<file path="src/rtl/coh_pkg.sv">
package coh_pkg;

  typedef enum logic [1:0] {
    ST_INV = 2'b00,
    ST_SHD = 2'b01,
    ST_CEX = 2'b10,
    ST_DEX = 2'b11
  } line_st_t;

  typedef enum logic [1:0] {
    RQ_ISH = 2'b00,
    RQ_IEX = 2'b01,
    RQ_INV = 2'b10,
    RQ_RSV = 2'b11
  } req_kind_t;

  // State written back after a hit.
  function automatic line_st_t next_state(input req_kind_t kind, input line_st_t former);
    if (former == ST_INV) return ST_INV;
    if (kind == RQ_ISH)   return ST_SHD;
    return ST_INV;
  endfunction

  // An intervention finding modified data must source it.
  function automatic logic wants_data(input req_kind_t kind, input line_st_t former);
    return (kind == RQ_ISH || kind == RQ_IEX) && (former == ST_DEX);
  endfunction

  // Invalidate (or reserved kind) landing on an exclusive line.
  function automatic logic is_abnormal(input req_kind_t kind, input line_st_t former);
    return kind[1] && former[1];
  endfunction

endpackage

</file>
<file path="src/rtl/coh_req_fifo.sv">
module coh_req_fifo #(
  parameter int WIDTH = 10,
  parameter int DEPTH = 4
) (
  input  logic             clk,
  input  logic             rst_n,
  input  logic             push,
  input  logic [WIDTH-1:0] din,
  input  logic             pop,
  output logic [WIDTH-1:0] dout,
  output logic             not_empty,
  output logic             full,
  output logic [$clog2(DEPTH):0] count
);
  localparam int PW = (DEPTH > 1) ? $clog2(DEPTH) : 1;

  logic [WIDTH-1:0] mem [DEPTH];
  logic [PW-1:0]    wr_ptr, rd_ptr;
  logic [$clog2(DEPTH):0] cnt_q;

  function automatic logic [PW-1:0] bump(input logic [PW-1:0] p);
    return (p == PW'(DEPTH - 1)) ? '0 : p + 1'b1;
  endfunction

  wire do_push = push && !full;
  wire do_pop  = pop && not_empty;

  always_ff @(posedge clk) begin
    if (!rst_n) begin
      wr_ptr <= '0;
      rd_ptr <= '0;
      cnt_q  <= '0;
    end else begin
      if (do_push) begin
        mem[wr_ptr] <= din;
        wr_ptr      <= bump(wr_ptr);
      end
      if (do_pop) rd_ptr <= bump(rd_ptr);
      case ({do_push, do_pop})
        2'b10:   cnt_q <= cnt_q + 1'b1;
        2'b01:   cnt_q <= cnt_q - 1'b1;
        default: cnt_q <= cnt_q;
      endcase
    end
  end

  assign dout      = mem[rd_ptr];
  assign not_empty = (cnt_q != '0);
  assign full      = (cnt_q == ($clog2(DEPTH)+1)'(DEPTH));
  assign count     = cnt_q;
endmodule

</file>
<file path="src/rtl/coh_tag_array.sv">
module coh_tag_array
  import coh_pkg::*;
#(
  parameter int LINES = 16,
  parameter int TAG_W = 4
) (
  input  logic                     clk,
  input  logic                     rst_n,
  input  logic [$clog2(LINES)-1:0] rd_idx,
  output logic [TAG_W-1:0]         rd_tag,
  output line_st_t                 rd_state,
  input  logic                     upd_en,
  input  logic [$clog2(LINES)-1:0] upd_idx,
  input  line_st_t                 upd_state,
  input  logic                     fill_en,
  input  logic [$clog2(LINES)-1:0] fill_idx,
  input  logic [TAG_W-1:0]         fill_tag,
  input  line_st_t                 fill_state
);
  typedef struct packed {
    logic [TAG_W-1:0] tag;
    line_st_t         st;
  } line_t;

  line_t lines [LINES];

  // The fill write is issued last, so it wins a same-line collision.
  always_ff @(posedge clk) begin
    if (!rst_n) begin
      for (int i = 0; i < LINES; i++) lines[i] <= '{tag: '0, st: ST_INV};
    end else begin
      if (upd_en)  lines[upd_idx].st <= upd_state;
      if (fill_en) lines[fill_idx]   <= '{tag: fill_tag, st: fill_state};
    end
  end

  assign rd_tag   = lines[rd_idx].tag;
  assign rd_state = lines[rd_idx].st;
endmodule

</file>
<file path="src/rtl/coh_snoop_engine.sv">
module coh_snoop_engine
  import coh_pkg::*;
#(
  parameter int ADDR_W = 8,
  parameter int IDX_W  = 4
) (
  input  logic                clk,
  input  logic                rst_n,
  input  logic                head_valid,
  input  req_kind_t           head_kind,
  input  logic [ADDR_W-1:0]   head_addr,
  output logic                head_pop,
  output logic [IDX_W-1:0]    look_idx,
  input  logic [ADDR_W-IDX_W-1:0] look_tag,
  input  line_st_t            look_state,
  output logic                upd_en,
  output line_st_t            upd_state,
  output logic                resp_valid,
  input  logic                resp_ready,
  output line_st_t            resp_state,
  output logic                data_pulse,
  output logic                proto_err,
  output logic                fire,
  output logic                hit,
  output line_st_t            former
);
  logic rv_q, dirty_q, err_q;
  line_st_t rs_q;

  assign look_idx  = head_addr[IDX_W-1:0];
  assign hit       = (look_state != ST_INV) && (look_tag == head_addr[ADDR_W-1:IDX_W]);
  assign former    = hit ? look_state : ST_INV;
  assign fire      = head_valid && (!rv_q || resp_ready);
  assign head_pop  = fire;
  assign upd_en    = fire && hit;
  assign upd_state = next_state(head_kind, former);

  always_ff @(posedge clk) begin
    if (!rst_n) begin
      rv_q    <= 1'b0;
      rs_q    <= ST_INV;
      dirty_q <= 1'b0;
      err_q   <= 1'b0;
    end else begin
      if (fire) begin
        rv_q    <= 1'b1;
        rs_q    <= former;
        dirty_q <= wants_data(head_kind, former);
      end else if (resp_ready) begin
        rv_q    <= 1'b0;
        dirty_q <= 1'b0;
      end
      if (fire && is_abnormal(head_kind, former)) err_q <= 1'b1;
    end
  end

  assign resp_valid = rv_q;
  assign resp_state = rs_q;
  assign data_pulse = rv_q && resp_ready && dirty_q;
  assign proto_err  = err_q;
endmodule

</file>
<file path="src/rtl/coh_snoop_responder.sv">
module coh_snoop_responder
  import coh_pkg::*;
#(
  parameter int ADDR_W  = 8,
  parameter int LINES   = 16,
  parameter int Q_DEPTH = 4
) (
  input  logic                         clk,
  input  logic                         rst_n,
  input  logic                         req_valid,
  output logic                         req_ready,
  input  logic [1:0]                   req_kind,
  input  logic [ADDR_W-1:0]            req_addr,
  output logic                         resp_valid,
  input  logic                         resp_ready,
  output logic [1:0]                   resp_state,
  output logic                         data_pulse,
  output logic                         proto_err,
  input  logic                         fill_en,
  input  logic [$clog2(LINES)-1:0]     fill_idx,
  input  logic [ADDR_W-$clog2(LINES)-1:0] fill_tag,
  input  logic [1:0]                   fill_state
);
  localparam int IDX_W = $clog2(LINES);
  localparam int TAG_W = ADDR_W - IDX_W;
  localparam int ENT_W = ADDR_W + 2;

  // Named internal events, used by the bound checker.
  logic                  q_full, q_nempty, q_pop;
  logic [ENT_W-1:0]      q_head;
  logic [$clog2(Q_DEPTH):0] q_count;
  logic                  proc_fire, proc_hit;
  line_st_t              proc_former;
  req_kind_t             proc_kind;
  logic [IDX_W-1:0]      look_idx;
  logic [TAG_W-1:0]      look_tag;
  line_st_t              look_state, upd_state, resp_st;
  logic                  upd_en;

  assign req_ready = !q_full;
  assign proc_kind = req_kind_t'(q_head[ENT_W-1 -: 2]);

  coh_req_fifo #(.WIDTH(ENT_W), .DEPTH(Q_DEPTH)) u_fifo (
    .clk, .rst_n,
    .push(req_valid), .din({req_kind, req_addr}),
    .pop(q_pop), .dout(q_head),
    .not_empty(q_nempty), .full(q_full), .count(q_count)
  );

  coh_tag_array #(.LINES(LINES), .TAG_W(TAG_W)) u_array (
    .clk, .rst_n,
    .rd_idx(look_idx), .rd_tag(look_tag), .rd_state(look_state),
    .upd_en(upd_en), .upd_idx(look_idx), .upd_state(upd_state),
    .fill_en(fill_en), .fill_idx(fill_idx), .fill_tag(fill_tag),
    .fill_state(line_st_t'(fill_state))
  );

  coh_snoop_engine #(.ADDR_W(ADDR_W), .IDX_W(IDX_W)) u_engine (
    .clk, .rst_n,
    .head_valid(q_nempty), .head_kind(proc_kind),
    .head_addr(q_head[ADDR_W-1:0]), .head_pop(q_pop),
    .look_idx(look_idx), .look_tag(look_tag), .look_state(look_state),
    .upd_en(upd_en), .upd_state(upd_state),
    .resp_valid(resp_valid), .resp_ready(resp_ready), .resp_state(resp_st),
    .data_pulse(data_pulse), .proto_err(proto_err),
    .fire(proc_fire), .hit(proc_hit), .former(proc_former)
  );

  assign resp_state = resp_st;
endmodule

</file>
<file path="config.mk">
export PLATFORM = sky130hd
export DESIGN_NAME = coh_snoop_responder
export DESIGN_NICKNAME = d
export VERILOG_FILES = /design/src/rtl/coh_pkg.sv /design/src/rtl/coh_req_fifo.sv /design/src/rtl/coh_tag_array.sv /design/src/rtl/coh_snoop_engine.sv /design/src/rtl/coh_snoop_responder.sv
export SDC_FILE = /design/constraint.sdc
export NUM_CORES = 1
export LEC_CHECK = 0
export ABC_AREA = 1
export CORE_MARGIN = 4
export CORE_UTILIZATION = 41
export DETAILED_ROUTE_END_ITERATION = 10
export DONT_BUFFER_PORTS = 1
export GPL_TIMING_DRIVEN = 1
export SLEW_MARGIN = 25
export SYNTH_ARGS = -nofsm -noshare
export SYNTH_HDL_FRONTEND = slang
export SYNTH_SLANG_ARGS = --single-unit
</file>
<file path="constraint.sdc">
create_clock -name clk -period 5.45 [get_ports clk]
set_clock_uncertainty 0.2 [all_clocks]
set_input_delay 0.2725 -clock clk [delete_from_list [all_inputs] [get_ports clk]]
set_output_delay 0.2725 -clock clk [all_outputs]
set_load 0.01 [all_outputs]
</file>
# [Yosys cells after proc, flatten, opt, wreduce, memory -nomap -nowiden]
# Memories as Yosys holds them, arrays and structs flattened. A register that Yosys moved wholly into a read port is not among the register bits.
# Cells that the tools add are included.
[word_totals] mem_bits_rw=136 wordCells=75 ff_bits=12 inputBits=25 out_inout_bits=6 n_memories=2
[op_classes] eq_ne=8 n_reduce_logical=22 addsub=4 n_mux=32
[memory_table] name="u_array.lines" words=16 word_bits=6 read_ports=1 rd_clocked_by_memory_dff=0 wr=16 line="coh_tag_array.sv:25" rtl="line_t lines [LINES];"
[memory_table] name="u_fifo.mem" words=4 word_bits=10 read_ports=1 rd_clocked_by_memory_dff=1 wr=1 line="coh_req_fifo.sv:17" rtl="logic [WIDTH-1:0] mem [DEPTH];"
[ops] operator="two-way mux 2 bit" count=10
[ops] operator="two-way mux 1 bit" count=17
[ops] operator="two-way mux 6 bit" count=2
[ops] operator="OR reduction 6 bit" count=2
[ops] operator="logical AND 1 bit" count=10
[ops] operator="equality test 2 bit (second input constant)" count=4
[ops] operator="two-way mux 4 bit" count=2
[ops] operator="one-hot mux 3 bit (2 select lines)" count=1
[ops] operator="nonzero test 2 bit" count=3
[ops] operator="adder 2 x 1 -> 2 bit (second input constant)" count=2
[ops] operator="equality test 2 x 1 -> 1 bit (second input constant)" count=2
[ops] operator="equality test 4 bit" count=1
[ops] operator="zero test 2 bit" count=2
[ops] operator="adder 3 x 1 -> 3 bit (second input constant)" count=1
[ops] operator="equality test 3 bit (second input constant)" count=1
[ops] operator="nonzero test 3 bit" count=1
[ops] operator="subtractor 3 x 1 -> 3 bit (second input constant)" count=1
[ops] operator="zero test 1 bit" count=2
[ops] operator="logical OR 1 bit" count=2

# [Logic depth before layout (Yosys ltp)]
# Gate-level depths: netlist (run 1).
# An unclocked memory read counts as a cell.
[depth] word_depth=10 mapped_depth=21 mapped_depth_nobuf=19

# [Hierarchy]
# A second synthesis (run 1) with hierarchy kept.
[hier_totals] hier_cells=857 hier_area_um2=7631.1
[by_module_without_submodules] mod="coh_tag_array" area_each_um2=5221.3 cells_each=625 instances=1 seq_area_each_um2=2882.8
[by_module_without_submodules] mod="coh_req_fifo" area_each_um2=1996.9 cells_each=164 instances=1 seq_area_each_um2=1381.3
[by_module_without_submodules] mod="coh_snoop_engine" area_each_um2=409.1 cells_each=67 instances=1 seq_area_each_um2=100.1
[by_module_without_submodules] mod="coh_snoop_responder" area_each_um2=3.8 cells_each=1 instances=1 seq_area_each_um2=0.0

# [Worst setup path before layout (run 1)]
# OpenSTA, ideal clock, no wires.
[synth_path] kind="reg-to-reg" from="reg (tool-made name)" to="mem u_array.lines[0][0] (netlist name), enable pin" setup_ns=0.301 slack_ns=2.718 arrival_time_ns=2.231 required_time_ns=4.949 synth_period_minus_slack_ns=2.732 stages_incl_launch_ff=21 path_buffers=4 cell_sequence="dfxtp_1 -> inv_2 -> buf_2 -> nand2_2 -> nand3_2 -> nand2_2 -> buf_6 -> buf_6 -> nor2_1 -> o21bai_1 -> nand2_1 -> nand2_1 -> nand2_1 -> nor2_1 -> nand2_1 -> nand2_1 -> nand3_1 -> nor3_4 -> buf_4 -> nand2_1 -> nand3_1"
[synth_lines] element="to (decl)" line="coh_tag_array.sv:25"

==> results.ini, run 1 <==
[yosys]
syn-cell-area_um2=7632
yosysSeqAreaShare_pct=57.18
synth.avg_cell_area_um2=8.415
synth_top_area_cell=edfxtp_1
ys_top_cells_by_count=nand2_1 (300), nor2_1 (176), edfxtp_1 (136)
synth.net_count=939
ys_types=30
yosysMostFrequentCell=nand2_1
synthArstFlopShare_pct=0
yosys_warnings=0
syn-instance-count=907
synth_seq_cells=150
synth_flop_cell=edfxtp_1
synthTopCellsByArea=edfxtp_1 (54%), nand2_1 (15%), nor2_1 (8.7%), inv_1 (5.0%), dfxtp_1 (3.7%)
synth_edf_count=136
netlist.area_leader.share_pct=53.51

[drt]
routed-via-count=5755
viasPerCell=4.987
wl_per_cell_um=15.80
drt-initial-drc-count=506
drc=0
drtAntennaViolNets=0
drt-total-wl_um=18230
drt_pre_antenna_iters=5

[power]
ir_drop_v=0.0003248
cellLeakagePower_nw=3.766
p_per_area_nw_per_um2=465.3

[floorplan]
fp.dieArea_um2=20860
initial_utilization_pct=42.06
coreArea_um2=18150
fp.dieH_um=144.4
ios=31
chipWidth_um=144.4
num_rows=49

[timing]
slew_headroom_pct=36.66
fmax_mhz=275.8
finalCritPeriodShare_pct=66.54
finalSetupTns_ps=0
setup_viol_count_final=0
rsz0062_at_grt=no
worst_slack_ps=1824
worst-slew-pin-transition_ps=946.6
hold_viol=0
period_minus_slack_ps=3626
maxSlewViolCount=0

[finish]
final_nets=944
area_growth_pct=12.16
final_layout_size_suffix_gt1_share_pct=5.405
antenna_cells=0
final_util_pct=47.17

[cts]
post-cts-setup-buffer-count=0
cts_max_level=4
path_clk_slew_ps=60
cts_resized=0
clockBufferDepth=2
cts_tree=done
numCtsBuffers=17
clockRootBuffer=clkbuf_16
cts.sinks=150
clk_latency_ps=430

[outcome]
status=finished, final reports clean

[critical_path]
worstSetupPathType=register to register
reg2reg_depth=16
cp.arrival_ps=3560
cp-start-kind=register
worst-path-max-fanout=32
end_kind=register
r2r_end=u_array.lines[14][1]
r2r_slack_ps=1820
cp.required_ps=5390

[worst_hold_path]
worstHoldPathCells=2
hold_end=u_fifo.count[1]
min-delay-start=rst_n
hp-class=input pin to register

[placement]
port_buffers=0
place_ws_ps=1863
hpwl_um=12470
place_congestion=0.8410

[grt]
grt_overflow=0
grt_usage_pct=18.94
antenna_found_initial=0
grt_pass1_vias=5471
grt_pass1_wl_um=29820
grt_max_degree=34

[run]
max_cap_violations=0

cell families after synthesis:
group / synth area share (%)
compound gates: 3.639
flops: 57.18
simple gates: 30.21
fa+ha+maj: 1.246
buf+inv: 7.721
stage by stage:
step           cells  hold WS, ps  area [um2]  power [mW]
2_1_floorplan    907        171.4        7632       2.483
3_3_place_gp    1105        171.6        7769       2.806
3_5_place_dp    1105        171.5        7769       2.804
4_1_cts         1154        53.62        8556       4.005
5_1_grt         1154        87.28        8561       4.251
6_report        1154        59.67        8561       3.983
state kept, by name (all words and copies together), names as in the netlist, named ones only:
signal / count
u_fifo.rd_ptr: 2
u_array.lines: 96
u_engine.dirty_q: 1
u_fifo.mem: 40
u_engine.proto_err: 1
u_engine.resp_state: 2
u_fifo.wr_ptr: 2
u_fifo.count: 3
u_engine.resp_valid: 1
how the worst max path moves through the flow:
stage | endpoint | slack (ps)
4_1_cts | u_array.lines[1][1] | 1860
3_5_place_dp | u_array.lines[1][1] | 1860
5_1_grt | u_array.lines[11][0] | 1470
6_report | u_array.lines[14][1] | 1820
2_1_floorplan | u_array.lines[0][0] | 2720
3_3_place_gp | u_array.lines[12][0] | 1920
cell type report:
class / count / area, um2
fillers: 1749 / 9587
flip-flops and latches: 150 / 4364
multi-input cells: 615 / 2684
clock buffers: 28 / 581.8
inverters: 105 / 394.1
well taps: 229 / 286.5
repair buffers: 23 / 225.2
clock inverters: 4 / 25.02
where the power goes:
part           internal (mW)  total (mW)  switching [mW]
clock                  0.728        1.19           0.457
sequential              1.34        1.38          0.0398
combinational          0.392        1.42            1.02
total                   2.46        3.98            1.52
critical path, cell delays in order (launching register included):
cell	delay, ps
dfxtp_1	400
inv_2	240
nand3_1	130
nand2_2	410
inv_2	320
nand2_1	140
nand2_1	60
nand2_1	80
nand2_1	60
nor2_1	170
nor2_1	70
nor2_2	190
nand3_1	160
nor3_4	130
buf_4	340
nand2_1	90
nand3_1	110
per-layer routing:
metal | up-vias | track usage [%] | wire length [um]
met5 | - | 0 | 0
met4 | 0 | 6.873 | 319
met3 | 23 | 3.770 | 990
met2 | 162 | 28.24 | 8191
met1 | 2672 | 27.52 | 8727
li1 | 2898 | - | -
cells in the final DEF (no fill, tap or decap), types with 2 or more instances in the layout:
master / netlist / final
nand4_1: 3 / 3
ha_1: 6 / 6
o21bai_1: 2 / 2
clkbuf_8: 0 / 3
o21ai_1: 7 / 7
nand3_1: 42 / 42
edfxtp_1: 136 / 136
nor2_2: 2 / 4
nand3b_1: 28 / 28
nor2_1: 176 / 174
dfxtp_1: 14 / 14
dlygate4sd3_1: 0 / 16
clkbuf_16: 0 / 21
inv_4: 0 / 2
buf_4: 5 / 6
nand2_1: 300 / 300
o22ai_1: 3 / 3
a32oi_1: 2 / 2
nand2_2: 3 / 3
inv_1: 101 / 101
nand3_2: 2 / 2
o21ai_0: 19 / 19
inv_2: 4 / 4
clkbuf_1: 15 / 4
a21oi_1: 14 / 14
timing repair:
item | in CTS | in global routing
hold buffers | 17 | 0
setup endpoints to repair | 0 | 0
endpoints found under the hold margin | 115 | 0
(Power assumes the default switching activity.)
==> run 2: changes to the inputs <==
--- a/config.mk
+++ b/config.mk
@@ -5,7 +5,7 @@
 export SDC_FILE = /design/constraint.sdc
 export NUM_CORES = 1
 export LEC_CHECK = 0
-export ABC_AREA = 1
+export ABC_AREA = 0
 export CORE_MARGIN = 4
 export CORE_UTILIZATION = 41
 export DETAILED_ROUTE_END_ITERATION = 10
==> constraint.sdc (replaced) <==
create_clock -name clk -period 3.2 [get_ports clk]
set_clock_uncertainty 0.2 [all_clocks]
set_input_delay 0.16 -clock clk [delete_from_list [all_inputs] [get_ports clk]]
set_output_delay 0.16 -clock clk [all_outputs]
set_load 0.01 [all_outputs]
==> results.ini, run 2 <==
[timing]
hold_viol=0
setup_viol_count_final=49
worst_slack_ps=-156.7
maxSlewViolCount=0
fmax_mhz=297.9
period_minus_slack_ps=3357
slew_headroom_pct=38.97
finalCritPeriodShare_pct=104.9
worst-slew-pin-transition_ps=905.8
rsz0062_at_grt=yes
whs_ps=6.535

[finish]
final_layout_size_suffix_gt1_share_pct=23.39
layout_commonest_cell=edfxtp_1
design_area_um2=8990
top_register=u_array.lines
instances_no_fill=845
final_cell_mix=edfxtp_1 (136), and2_1 (83), nand2_1 (32), mux2i_1 (25), buf_4 (25)
final_util_pct=51.62
largest_reg_flops=96
antenna_cells=0
final_nets=639
area_growth_pct=22.93

[cts]
numCtsBuffers=17
cts_tree=done
clockBufferDepth=2
cts_max_level=4
cts.sinks=150
clockRootBuffer=clkbuf_16
path_clk_slew_ps=60
clk_latency_ps=440

[yosys]
synthTopCellsByArea=edfxtp_1 (56%), and2_1 (7.1%), mux2i_1 (4.7%), mux4_2 (4.6%), dfxtp_1 (3.8%)
synth.net_count=589
yosys_warnings=0
synth_seq_cells=150
syn-instance-count=557
synth_flop_cell=edfxtp_1
yosysSeqAreaShare_pct=59.67
yosysMostFrequentCell=edfxtp_1
synth_edf_count=136
synth.avg_cell_area_um2=13.13
netlist.area_leader.share_pct=55.84
syn-cell-area_um2=7313
synthArstFlopShare_pct=0
synth_top_area_cell=edfxtp_1
ys_top_cells_by_count=edfxtp_1 (136), and2_1 (83), mux2i_1 (34)
ys_types=44

[outcome]
status=finished with violations
failed_checks=negative setup slack

[grt]
grt_overflow=0
gr-usage-met2_pct=30.63
use_met3_pct=5.190
grt_pass1_vias=4837
top_usage_layer=met2
antenna_found_initial=0
grt_pass1_wl_um=27370
grt_max_degree=23
use_met1_pct=22.85
grt_usage_pct=18.28

[floorplan]
initial_utilization_pct=41.99
num_rows=48
fp.dieH_um=141.6
fp.dieArea_um2=20040
ios=31
coreArea_um2=17420
chipWidth_um=141.6

[drt]
drc=0
drt-total-wl_um=18280
routed-via-count=4727
wl_per_cell_um=21.64
drt-initial-drc-count=344
drt_pre_antenna_iters=5
viasPerCell=5.594
drtAntennaViolNets=0

[critical_path]
worst-path-max-fanout=20
cp.required_ps=3140
end_kind=register
cp.arrival_ps=3300
worstSetupPathType=register to register
cp-start-kind=register

[power]
p_per_area_nw_per_um2=745.4
seqPwrFrac_pct=35.1
ir_drop_v=0.0005061
p_int_mw=4.490
total_power_mw=6.701
clkPwrFrac_pct=31.0
switching_share_pct=32.99
combPwrFrac_pct=33.9
net-switching-power_mw=2.210
cellLeakagePower_nw=3.153

[run]
max_cap_violations=0

[placement]
hpwl_um=12160
dp.cells=781
port_buffers=0
dpl-instance-area_um2=7776
place_congestion=0.8424

[worst_hold_path]
hp-class=input pin to register

## run 2: path summary, 6_finish.rpt
| check | start | to | slack [ps] | cells past startpoint |
|---|---|---|---|---|
| worst max-delay path | register | u_array.lines[6][0] | -160 | 11 |
| worst min-delay path | rst_n | u_array.lines[4][3] | 7 | 1 |
| worst max register to register | register | u_array.lines[6][0] | -160 | 11 |
| worst min register to register | u_fifo.rd_ptr[1] | register | 310 | 2 |
## run 2: cell families after synthesis
family | count (synthesis) | synth area share [%]
multiplexers | 52 | 10.35
AO/OA/AOI/OAI | 83 | 7.716
flip-flops | 150 | 59.67
XOR/XNOR | 7 | 0.8383
buffers and inverters | 44 | 3.507
AND/OR/NAND/NOR | 214 | 16.61
adder cells (fa/ha/maj) | 7 | 1.300
## run 2: layout make-up
cell class / instances / area [um2]
Tap cell: 225 / 281.5
Multi-Input combinational cell: 363 / 3023
Clock inverter: 15 / 186.4
Inverter: 12 / 45.04
Fill cell: 1459 / 8427
Clock buffer: 17 / 425.4
Timing Repair Buffer: 63 / 660.6
Sequential cell: 150 / 4368
## run 2: routing by layer
metal	up-vias	wire, um
met5	-	0
met4	0	318
met3	25	1089
met2	162	8980
met1	2360	7893
li1	2180	-
## run 2: power by group through the flow
| stage | Clock (mW) | Combinational (mW) | Sequential, mW |
|---|---|---|---|
| floorplan | 0 | 1.34 | 2.36 |
| global placement | 0 | 1.72 | 2.38 |
| detailed placement | 0 | 1.75 | 2.39 |
| CTS | 2.09 | 1.93 | 2.35 |
| global route | 2.19 | 2.42 | 2.37 |
| finish | 2.08 | 2.27 | 2.35 |
## run 2: what timing repair did
| item | CTS | global route |
|---|---|---|
| buffers inserted | 4 | 3 |
| endpoints found under the setup margin | 52 | 52 |
| cloned | 0 | 5 |
| hold buffers | 21 | 0 |
| hold endpoints to repair | 204 | 0 |
| pin swaps | 1 | 7 |
| gates resized for setup | 28 | 37 |
## run 2: critical path: stages, from the launching register on
cell       delay, ps
dfxtp_4          360
mux4_2           530
buf_6            160
clkbuf_16        190
mux2i_1          190
o22ai_2          110
nor2_1           140
xnor2_1           90
a2bb2oi_1        130
or4_4            590
buf_12           210
o21bai_4         140
## run 2: stage by stage
stage | setup TNS (ps) | setup slack (ps)
after global placement | -4882 | -159.0
after floorplan | -1957 | -66.76
after detailed placement | -6433 | -195.1
after global routing | -10910 | -270.7
after CTS | -1854 | -74.95
final | -5351 | -156.7
==> run 3: changes to the inputs <==
--- a/config.mk
+++ b/config.mk
@@ -6,10 +6,10 @@
 export NUM_CORES = 1
 export LEC_CHECK = 0
 export ABC_AREA = 0
+export BUFFER_PORTS_ARGS = -buffer_cell sky130_fd_sc_hd__buf_2
 export CORE_MARGIN = 4
 export CORE_UTILIZATION = 41
 export DETAILED_ROUTE_END_ITERATION = 10
-export DONT_BUFFER_PORTS = 1
 export GPL_TIMING_DRIVEN = 1
 export SLEW_MARGIN = 25
 export SYNTH_ARGS = -nofsm -noshare
==> results.ini, run 3 (synthesis results as in run 2) <==
[outcome]
status=finished with violations
failed_checks=negative setup slack

[placement]
hpwl_um=12690
dp.cells=826
port_buffers=30
place_congestion=0.8486

[worst_hold_path]
hp-class=input pin to register
min-delay-start=fill_tag[3]

[power]
total_power_mw=6.702
p_per_area_nw_per_um2=733.3
ir_drop_v=0.0004599
cellLeakagePower_nw=3.304

[run]
max_cap_violations=0

[finish]
layout_commonest_cell=edfxtp_1
ff_latch_area_um2=4365
final_layout_size_suffix_gt1_share_pct=27.53
instances_no_fill=886
largest_reg_flops=96
final_cell_mix=edfxtp_1 (136), and2_1 (83), buf_4 (44), nand2_1 (32), buf_2 (30)
antenna_cells=0
area_growth_pct=24.96
final_nets=680
multi_input_comb_area_um2=2963
fillCellCount=1469
top_register=u_array.lines

[drt]
drt-total-wl_um=18340
drc=0
drt_pre_antenna_iters=8
wl_per_cell_um=20.70
drtAntennaViolNets=0
drt-initial-drc-count=440
routed-via-count=4901
viasPerCell=5.532

[critical_path]
cp_slowest_cell=or4_4
worst-path-max-fanout=7
cp.required_ps=3130
cp-start-kind=register
cpPeakStageDelay_ps=650
worstSetupPathType=register to register
r2r-start=u_fifo.mem[0][0]
crit_chain=mux4_2 > buf_12 > buf_12 > mux2i_1 > buf_4 > o22ai_2 > nor2_2 > o21ai_1 > xor2_1 > or4_4 > buf_12 > o21bai_4
end_kind=register
cp.arrival_ps=3370
cp_common_cell=buf_12
critPathLaunch=u_fifo.mem[0][0]

[cts]
cts_max_level=4
cts.sinks=150
clk_latency_ps=430
cts_tree=done
clockBufferDepth=2
path_clk_slew_ps=70
numCtsBuffers=17
clockRootBuffer=clkbuf_16

[floorplan]
num_rows=48
fp.dieArea_um2=20040
initial_utilization_pct=41.99
fp.dieH_um=141.6
chipWidth_um=141.6
ios=31
coreArea_um2=17420

[timing]
whs_ps=65.38
finalCritPeriodShare_pct=107.8
worst_slack_ps=-248.2
maxSlewViolCount=0
hold_viol=0
rsz0062_at_grt=yes
fmax_mhz=290.0
worst-slew-pin-transition_ps=851.9
slew_headroom_pct=42.60
period_minus_slack_ps=3448
setup_viol_count_final=52

[grt]
antenna_found_initial=0
grt_pass1_wl_um=28460
grt_usage_pct=18.87
grt_pass1_vias=4960
grt_max_degree=22
grt_overflow=0

==> run 3: worst paths after layout <==
check | cells after the start | slack, ps | to
min | 2 | 70 | u_array.lines[14][5]
min reg2reg | 2 | 270 | u_engine.proto_err
max | 12 | -250 | u_array.lines[6][0]
max reg2reg | 12 | -250 | u_array.lines[6][0]
==> run 3: layout make-up <==
| cell class | count | area share, % |
|---|---|---|
| repair buffers | 102 | 9.502 |
| inverters | 12 | 0.4929 |
| clock buffers | 19 | 4.847 |
| well taps | 225 | 3.081 |
| multi-input cells | 365 | 32.42 |
| flip-flops and latches | 150 | 47.77 |
| clock inverters | 13 | 1.889 |
==> run 3: where the power goes <==
group	total, mW	switching (mW)	internal (mW)
Sequential	2.34	0.0642	2.28
Clock	2.07	0.817	1.26
Combinational	2.29	1.26	1.03
==> run 3: per-stage QoR <==
step,utilization (%),setup slack [ps],area [um2],TNS (ps)
finish,52.47,-248.2,9139,-9633
global route,52.47,-324.0,9139,-14330
CTS,52.22,-227.7,9095,-9551
detailed placement,46.23,-381.0,8051,-17360
global placement,46.23,-325.8,8051,-14640
floorplan,-,-66.76,7487,-1957
==> run 3: timing repair <==
action                     CTS  global route
pin swaps                   10             2
buffers inserted            11             0
gates resized for setup     29            13
hold endpoints to repair    44             0
setup endpoints to repair   52            52
hold buffers                13             0
gates cloned                 5             0
==> run 3: routing by layer <==
metal	GRT usage (%)	vias to the layer above	share of wire [%]
met2	31.85	162	51
li1	-	2253	-
met5	0	-	0
met4	4.697	0	1.3
met1	24.83	2464	42
met3	4.247	22	5.3
==> run 3: worst max-delay path, delay by kind of cell (launching register included) <==
kind                   cells  cell delay [ps]
multiplexers               2              680
AO/OA/AOI/OAI              3              300
buffers and inverters      4              650
AND/OR/NAND/NOR            2              760
XOR/XNOR                   1              150
flip-flops                 1              380
